$ cat config.mk
export PLATFORM = sky130hd
export DESIGN_NAME = raster_irq
export DESIGN_NICKNAME = d
export VERILOG_FILES = /design/src/rtl/raster_irq_pkg.sv /design/src/rtl/sync_edge.sv /design/src/rtl/io_regs.sv /design/src/rtl/line_counter.sv /design/src/rtl/raster_irq.sv
export SDC_FILE = /design/constraint.sdc
export NUM_CORES = 1
export LEC_CHECK = 0
export BUFFER_PORTS_ARGS = -buffer_cell sky130_fd_sc_hd__buf_2
export CAP_MARGIN = 30
export CELL_PAD_IN_SITES_DETAIL_PLACEMENT = 1
export CELL_PAD_IN_SITES_GLOBAL_PLACEMENT = 2
export CORE_MARGIN = 2
export CORE_UTILIZATION = 34
export DETAILED_ROUTE_END_ITERATION = 16
export PLACE_DENSITY = 0.84
export SYNTH_ARGS = -nofsm -noshare
export SYNTH_HDL_FRONTEND = slang
export SYNTH_HIERARCHICAL = 1
export SYNTH_SLANG_ARGS = --single-unit
$ cat constraint.sdc
create_clock -name clk -period 6.63 [get_ports clk]
set_clock_uncertainty 0.15 [all_clocks]
set_input_delay 0.3315 -clock clk [delete_from_list [all_inputs] [get_ports clk]]
set_output_delay 0.3315 -clock clk [all_outputs]
set_load 0.01 [all_outputs]
$ cat src/rtl/raster_irq_pkg.sv
package raster_irq_pkg;

  typedef enum logic {
    SRC_HSYNC = 1'b0,
    SRC_TICK  = 1'b1
  } src_sel_e;

  typedef struct packed {
    logic ack;
    logic tc_we;
    logic ctl_we;
  } io_dec_t;

endpackage

$ cat src/rtl/sync_edge.sv
module sync_edge #(
  parameter int STAGES = 2
) (
  input  logic clk,
  input  logic rst,
  input  logic async_in,
  output logic chg
);
  logic [STAGES-1:0] stage_q;
  logic              last_q;

  generate
    genvar i;
    for (i = 0; i < STAGES; i++) begin : g_stage
      if (i == 0) begin : g_first
        always_ff @(posedge clk) begin
          if (rst) stage_q[0] <= 1'b0;
          else     stage_q[0] <= async_in;
        end
      end else begin : g_next
        always_ff @(posedge clk) begin
          if (rst) stage_q[i] <= 1'b0;
          else     stage_q[i] <= stage_q[i-1];
        end
      end
    end
  endgenerate

  always_ff @(posedge clk) begin
    if (rst) last_q <= 1'b0;
    else     last_q <= stage_q[STAGES-1];
  end

  assign chg = stage_q[STAGES-1] ^ last_q;
endmodule

$ cat src/rtl/io_regs.sv
module io_regs
  import raster_irq_pkg::*;
#(
  parameter int          CNT_W     = 8,
  parameter int          TC_RESET  = 26,
  parameter logic [7:0]  MODE_PAGE = 8'h7F,
  parameter logic [7:0]  CFG_PAGE  = 8'h7E,
  parameter int          ACK_BIT   = 4
) (
  input  logic             clk,
  input  logic             rst,
  input  logic             io_wr,
  input  logic [15:0]      io_addr,
  input  logic [7:0]       io_wdata,
  output logic             ack,
  output logic [CNT_W-1:0] tc_q,
  output src_sel_e         src_q
);
  io_dec_t dec;
  logic    page_mode;
  logic    page_cfg;

  assign page_mode = io_addr[15:8] == MODE_PAGE;
  assign page_cfg  = io_addr[15:8] == CFG_PAGE;

  always_comb begin
    dec        = '0;
    dec.ack    = io_wr && page_mode && io_wdata[ACK_BIT];
    dec.tc_we  = io_wr && page_cfg && !io_addr[0];
    dec.ctl_we = io_wr && page_cfg &&  io_addr[0];
  end

  assign ack = dec.ack;

  always_ff @(posedge clk) begin
    if (rst) begin
      tc_q  <= CNT_W'(TC_RESET);
      src_q <= SRC_HSYNC;
    end else begin
      if (dec.tc_we)  tc_q  <= CNT_W'(io_wdata);
      if (dec.ctl_we) src_q <= io_wdata[0] ? SRC_TICK : SRC_HSYNC;
    end
  end
endmodule

$ cat src/rtl/line_counter.sv
module line_counter
  import raster_irq_pkg::*;
#(
  parameter int CNT_W = 8
) (
  input  logic             clk,
  input  logic             rst,
  input  logic             hs_chg,
  input  logic             vs_chg,
  input  logic             tick_en,
  input  src_sel_e         src,
  input  logic [CNT_W-1:0] tc,
  output logic             hit,
  output logic [CNT_W-1:0] cnt_q
);
  logic             step;
  logic [CNT_W-1:0] cnt_inc;

  assign step    = (src == SRC_TICK) ? tick_en : hs_chg;
  assign cnt_inc = cnt_q + 1'b1;
  assign hit     = step && !vs_chg && (cnt_inc == tc);

  always_ff @(posedge clk) begin
    if (rst)         cnt_q <= '0;
    else if (vs_chg) cnt_q <= '0;
    else if (hit)    cnt_q <= '0;
    else if (step)   cnt_q <= cnt_inc;
  end
endmodule

$ cat src/rtl/raster_irq.sv
module raster_irq
  import raster_irq_pkg::*;
#(
  parameter int         CNT_W       = 8,
  parameter int         TC_RESET    = 26,
  parameter int         SYNC_STAGES = 2,
  parameter logic [7:0] MODE_PAGE   = 8'h7F,
  parameter logic [7:0] CFG_PAGE    = 8'h7E,
  parameter int         ACK_BIT     = 4
) (
  input  logic        clk,
  input  logic        rst,
  input  logic        hsync_async,
  input  logic        vsync_async,
  input  logic        tick_en,
  input  logic        io_wr,
  input  logic [15:0] io_addr,
  input  logic [7:0]  io_wdata,
  output logic        irq
);
  logic             hs_chg;
  logic             vs_chg;
  logic             ack;
  logic             hit;
  logic [CNT_W-1:0] tc_q;
  logic [CNT_W-1:0] cnt_q;
  src_sel_e         src_q;
  logic             pend_q;

  sync_edge #(.STAGES(SYNC_STAGES)) u_hs (
    .clk(clk), .rst(rst), .async_in(hsync_async), .chg(hs_chg));

  sync_edge #(.STAGES(SYNC_STAGES)) u_vs (
    .clk(clk), .rst(rst), .async_in(vsync_async), .chg(vs_chg));

  io_regs #(
    .CNT_W(CNT_W), .TC_RESET(TC_RESET), .MODE_PAGE(MODE_PAGE),
    .CFG_PAGE(CFG_PAGE), .ACK_BIT(ACK_BIT)
  ) u_regs (
    .clk(clk), .rst(rst), .io_wr(io_wr), .io_addr(io_addr),
    .io_wdata(io_wdata), .ack(ack), .tc_q(tc_q), .src_q(src_q));

  line_counter #(.CNT_W(CNT_W)) u_cnt (
    .clk(clk), .rst(rst), .hs_chg(hs_chg), .vs_chg(vs_chg),
    .tick_en(tick_en), .src(src_q), .tc(tc_q), .hit(hit), .cnt_q(cnt_q));

  // a new terminal count outranks an acknowledge in the same cycle
  always_ff @(posedge clk) begin
    if (rst)      pend_q <= 1'b0;
    else if (hit) pend_q <= 1'b1;
    else if (ack) pend_q <= 1'b0;
  end

  assign irq = pend_q;
endmodule

==> results of run 1 <==
-- metal layers --
metal | share of wire | routed length [µm] | up-vias
li1 | - | - | 483
met1 | 0.45 | 1280 | 459
met2 | 0.52 | 1470 | 11
met3 | 0.022 | 63 | 4
met4 | 0.011 | 30 | 0
met5 | 0 | 0 | -
-- worst max path at each step --
| stage | slack, ns | to | start |
|---|---|---|---|
| 3_3_place_gp | 4.10 | irq$_SDFFE_PP0P_ | u_cnt/cnt_q[0]$_SDFFE_PP0P_ |
| 3_5_place_dp | 4.05 | irq$_SDFFE_PP0P_ | u_cnt/cnt_q[0]$_SDFFE_PP0P_ |
| 6_report | 4.01 | irq$_SDFFE_PP0P_ | u_cnt/cnt_q[0]$_SDFFE_PP0P_ |
| 4_1_cts | 4.02 | irq$_SDFFE_PP0P_ | u_cnt/cnt_q[0]$_SDFFE_PP0P_ |
| 5_1_grt | 3.88 | irq$_SDFFE_PP0P_ | u_cnt/cnt_q[0]$_SDFFE_PP0P_ |
| 2_1_floorplan | 4.32 | irq$_SDFFE_PP0P_ | u_cnt/cnt_q[0]$_SDFFE_PP0P_ |
-- where the power goes --
part / total, mW / switching (mW) / internal (mW)
combinational: 0.0206 / 0.0108 / 0.00979
sequential: 0.148 / 0.00145 / 0.146
clock: 0.0770 / 0.0435 / 0.0335
total: 0.245 / 0.0558 / 0.190
-- flip-flops by register name (all words and copies together) (netlist names) --
register,cells
u_regs/tc_q,8
u_regs/src_q,1
irq,1
u_cnt/cnt_q,8
u_vs/stage_q,2
u_hs/last_q,1
u_vs/last_q,1
u_hs/stage_q,2
-- cells in the final DEF, fill, tap and decap left out, types with 2 or more instances in the layout --
cell      netlist  routed
nor2_1          9       9
inv_1           2       2
mux2i_1        11      11
nor4_1         10      10
xnor2_1        13      13
nor4_4          2       2
nor2b_1         9       9
buf_2           0      23
xor2_1          6       6
nand2_1         4       4
and2_1          2       2
o21ai_0         2       2
nor3_1          4       4
dfxtp_1        24      24
nand2b_1       12      12
clkbuf_4        0       3
nand3_1         2       2
-- area by class of cell --
| cell class | instances | area (µm²) |
|---|---|---|
| Tap cell | 46 | 57.6 |
| Timing Repair Buffer | 23 | 115 |
| Fill cell | 411 | 1980 |
| Clock buffer | 4 | 36.3 |
| Multi-Input combinational cell | 96 | 711 |
| Sequential cell | 24 | 480 |
| Inverter | 2 | 7.51 |
-- kinds of logic (layout without fill, tap and decap cells) --
family | count (synthesis) | after routing | synth area share
compound gates | 6 | 6 | 0.0349
simple gates | 59 | 59 | 0.311
xor+xnor | 19 | 19 | 0.136
flops | 24 | 24 | 0.394
buf+inv | 5 | 29 | 0.0236
mux | 11 | 11 | 0.0903
fa+ha+maj | 1 | 1 | 0.0103
-- critical path, stage by stage, from the launching register on --
cell,delay (ns)
dfxtp_1,0.45
ha_1,0.28
nand3_1,0.19
or3_1,0.41
a211o_1,0.33
nor4_4,0.52
inv_1,0.12
a21oi_2,0.13
==> out/results.ini, run 1 <==
[critical_path]
worst_r2r_endpoint = irq$_SDFFE_PP0P_
crit_fanout = 9
rrSetupSlack_ns = 4.01
worstPathRequired_ns = 6.73
crit_type = reg2reg
r2r_start = u_cnt/cnt_q[0]$_SDFFE_PP0P_
endpoint_kind = flop
start_kind = flop
r2r_cells = 7
critPathArrivalTime_ns = 2.72

[logic_synthesis]
ys_types = 28
syn_area_per_cell_um2 = 9.76
yosys.area.top_type = dfxtp_1
synthesis.instances = 125
synth_common_cells = dfxtp_1 (24), xnor2_1 (13), nand2b_1 (12), mux2i_1 (11), nor4_1 (10)
synth_edf_count = 0
synth.top_cells.by_area = dfxtp_1 (39%), xnor2_1 (9.3%), mux2i_1 (9.0%)
synth_seq_cells = 24
synth-seq-area-share = 0.394
synthArstFlopShare = 0
yosysTopAreaCellShare = 0.394
yosysWarnings = 6
ys.flop_type = dfxtp_1
netlist_area_mm2 = 0.00122
syn_nets = 156
yosysMostFrequentCell = dfxtp_1

[job]
maxCapViolations = 0

[sta]
hold_viol = 0
post-route-period-util = 0.395
layout_setup_ws_ns = 4.01
min_period_ns = 2.62
whs_ns = 0.0680
maxSlewHeadroom = 0.404
max_freq_mhz = 382
max_slew.worst_pin.slew_ns = 0.869
fin_tns_setup_ns = 0
slew_violations = 0
rsz0062_at_grt = no
setup_viol = 0

[clocking]
cts.clk_slew.worst_paths_ns = 0.14
cts_hold_buf = 0
cts_tree = yes
post_cts_resized = 0
clock_path_buffers = 2
cts_buffers = 3
post_cts_buffers = 0
clock_latency_ns = 0.31
cts.sinks = 24
root_buffer = clkbuf_4
htree_levels = 1

[global_routing]
use_met2 = 0.268
grt_use_total = 0.147
grt.busiest_layer = met2
grt_overflow_total = 0
use_met1 = 0.173
grt_max_degree = 33
grt_first_pass_wirelength_mm = 4.70
met3_usage = 0.0158
antenna_found_initial = 0
grt_pass1_vias = 1077

[route]
vias_per_cell = 4.91
wl_mm = 2.84
drt-wirelength-per-cell_um = 14.6
drt-initial-drc-count = 26
dr_total_vias = 957
drt_drc_violations_left = 0
ant_nets = 0
drtPass1Iterations = 3

[power]
power.total_mw = 0.245
p_per_area_mw_per_mm2 = 174
vdd_drop_max_mv = 0.0664
leakage_nw = 0.495

[place]
hpwl_mm = 2.17
dp.cells = 191
routabilityCongestion = 0.788
dp_slack_ns = 4.05
numPortBuffers = 23
place_area_mm2 = 0.00137

[worst_hold_path]
worstHoldEndpoint = u_vs/stage_q[0]$_SDFF_PP0_
hold_class = in2reg
whs_path_depth = 2
min-delay-start = vsync_async

[floorplanning]
die_area_mm2 = 0.00408
start_util = 0.360
design.core.area_mm2 = 0.00339
die_x_um = 63.9
rows = 21
ioPinCount = 31
die_y_um = 63.9

[cells_and_area]
final_cell_count_no_fill = 195
drive_gt1_frac = 0.208
syn2layout_area_growth_pct = 15.4
fin_nets = 181
antenna_cells = 0
final_cell_area_mm2 = 0.00141
utilization = 0.415

[outcome]
status = finished, final reports clean

No activity file was read; power rests on OpenSTA's default activity.
==> run 2, diff against run 1 <==
--- a/config.mk
+++ b/config.mk
@@ -10,9 +10,9 @@
 export CELL_PAD_IN_SITES_DETAIL_PLACEMENT = 1
 export CELL_PAD_IN_SITES_GLOBAL_PLACEMENT = 2
 export CORE_MARGIN = 2
-export CORE_UTILIZATION = 34
+export CORE_UTILIZATION = 31
 export DETAILED_ROUTE_END_ITERATION = 16
-export PLACE_DENSITY = 0.84
+export PLACE_DENSITY = 0.78
 export SYNTH_ARGS = -nofsm -noshare
 export SYNTH_HDL_FRONTEND = slang
 export SYNTH_HIERARCHICAL = 1
==> constraint.sdc (replaced) <==
create_clock -name clk -period 2.5 [get_ports clk]
set_clock_uncertainty 0.15 [all_clocks]
set_input_delay 0.125 -clock clk [delete_from_list [all_inputs] [get_ports clk]]
set_output_delay 0.125 -clock clk [all_outputs]
set_load 0.01 [all_outputs]
==> out/results.ini, run 2 (synthesis gave the netlist of run 1 again) <==
[sta]
setup_viol = 0
max_slew.worst_pin.slew_ns = 0.771
whs_ns = 0.0145
slew_violations = 0
fin_tns_setup_ns = 0
rsz0062_at_grt = no
max_freq_mhz = 426
min_period_ns = 2.35
hold_viol = 0
maxSlewHeadroom = 0.482
post-route-period-util = 0.939

[critical_path]
start_kind = flop
worst_r2r_endpoint = irq$_SDFFE_PP0P_
critical_path.startpoint = u_cnt/cnt_q[1]$_SDFFE_PP0P_
crit_fanout = 6
endpoint_kind = flop
worstPathCellList = ha_1, xor2_1, or4_1, a211o_1, nor4_4, buf_4, inv_1, a21oi_2
slowest_delay_ns = 0.50
crit_type = reg2reg
r2r_start = u_cnt/cnt_q[1]$_SDFFE_PP0P_
critical_path.endpoint = irq$_SDFFE_PP0P_
rrSetupSlack_ns = 0.15
r2r_cells = 8
worstPathRequired_ns = 2.55
critPathArrivalTime_ns = 2.39
slowest_stage = or4_1

[cells_and_area]
layout_common_cells = dfxtp_1 (24), buf_2 (23), xnor2_1 (13)
antenna_cells = 0
biggestRegsByFlops = u_cnt/cnt_q x8, u_regs/tc_q x8
final_common_cell = dfxtp_1
fin_nets = 196
drive_gt1_frac = 0.226
syn2layout_area_growth_pct = 29.5
final_cell_area_mm2 = 0.00158

[clocking]
cts_buffers = 3
post_cts_resized = 0
cts.sinks = 24
cts.clk_slew.worst_paths_ns = 0.08
cts_tree = yes
clock_path_buffers = 2
clock_latency_ns = 0.26
root_buffer = clkbuf_8
htree_levels = 1

[floorplanning]
die_y_um = 66.7
die_x_um = 66.7
die_area_mm2 = 0.00445
start_util = 0.328
rows = 22
design.core.area_mm2 = 0.00372
ioPinCount = 31

[route]
wl_mm = 2.88
drt-initial-drc-count = 24
dr_total_vias = 1028
drt-wirelength-per-cell_um = 13.6
drt_drc_violations_left = 0
vias_per_cell = 4.85
drtPass1Iterations = 4
ant_nets = 0

[power]
power.total_mw = 0.802
leakage_nw = 0.578
p_per_area_mw_per_mm2 = 507
vdd_drop_max_mv = 0.301

[place]
place_area_mm2 = 0.00142
hpwl_mm = 2.04
routabilityCongestion = 0.742
numPortBuffers = 23

[global_routing]
grt_max_degree = 33
grt_use_total = 0.139
grt_pass1_vias = 1113
antenna_found_initial = 0
grt_overflow_total = 0
grt_first_pass_wirelength_mm = 4.78

[worst_hold_path]
hold_class = in2reg

[job]
maxCapViolations = 0

[outcome]
status = finished, final reports clean

run 2: changes by cell type in the layout (fill, tap and decap cells not counted):
cell,previous run,this run
bufinv_16,0,1
clkbuf_8,1,3
dlygate4sd3_1,0,9
clkbuf_4,3,0
buf_4,0,6
run 2: cell type report:
class	count	area (µm²)
Fill cell	451	2140
Multi-Input combinational cell	96	711
Tap cell	48	60.1
Inverter	2	7.51
Clock inverter	1	30.0
Clock buffer	3	41.3
Sequential cell	24	480
Timing Repair Buffer	38	250
run 2: worst min path at each step:
stage	slack [ns]	start	end	depth (start not counted)
after floorplan	0.04	rst	irq$_SDFFE_PP0P_	1
after global placement	0.18	vsync_async	u_vs/stage_q[0]$_SDFF_PP0_	2
after detailed placement	0.19	vsync_async	u_vs/stage_q[0]$_SDFF_PP0_	2
after CTS	0.005	io_wdata[4]	u_regs/tc_q[4]$_SDFFE_PP1P_	3
after global routing	0.06	io_wdata[4]	u_regs/tc_q[4]$_SDFFE_PP1P_	3
final	0.01	io_wdata[4]	u_regs/tc_q[4]$_SDFFE_PP1P_	3
run 2: timing repair:
item / CTS / global route
hold endpoints to repair: 10 / 0
hold buffers: 9 / 0
setup buffers: 0 / 0
endpoints found under the setup margin: 0 / 1
run 2: critical path: cells and delay by family (launching register included):
family | cells | cell delay, ns
fa+ha+maj | 1 | 0.32
compound gates | 2 | 0.40
xor+xnor | 1 | 0.17
flops | 1 | 0.34
simple gates | 2 | 0.66
buf+inv | 2 | 0.26
run 2: routing by layer:
layer  track usage  part of all wire  wire length (µm)  vias to the layer above
met3        0.0203             0.030                86                        4
met2         0.276              0.55              1580                       25
met4        0.0255             0.015                42                        0
met5             0                 0                 0                        -
met1         0.153              0.41              1170                      490
li1              -                 -                 -                      509
run 2: power breakdown:
group | internal [mW] | total (mW) | switching (mW)
logic | 0.0392 | 0.0716 | 0.0324
clock network | 0.214 | 0.341 | 0.127
registers | 0.387 | 0.390 | 0.00240
total | 0.641 | 0.802 | 0.161
run 2: metrics by stage:
| stage | cells | utilization | setup slack [ns] |
|---|---|---|---|
| detailed placement | 199 | 0.382 | 0.111 |
| finish | 212 | 0.425 | 0.151 |
| global placement | 199 | 0.382 | 0.190 |
| floorplan | 125 | - | 0.193 |
| CTS | 212 | 0.425 | 0.0650 |
| global route | 212 | 0.425 | 0.0402 |
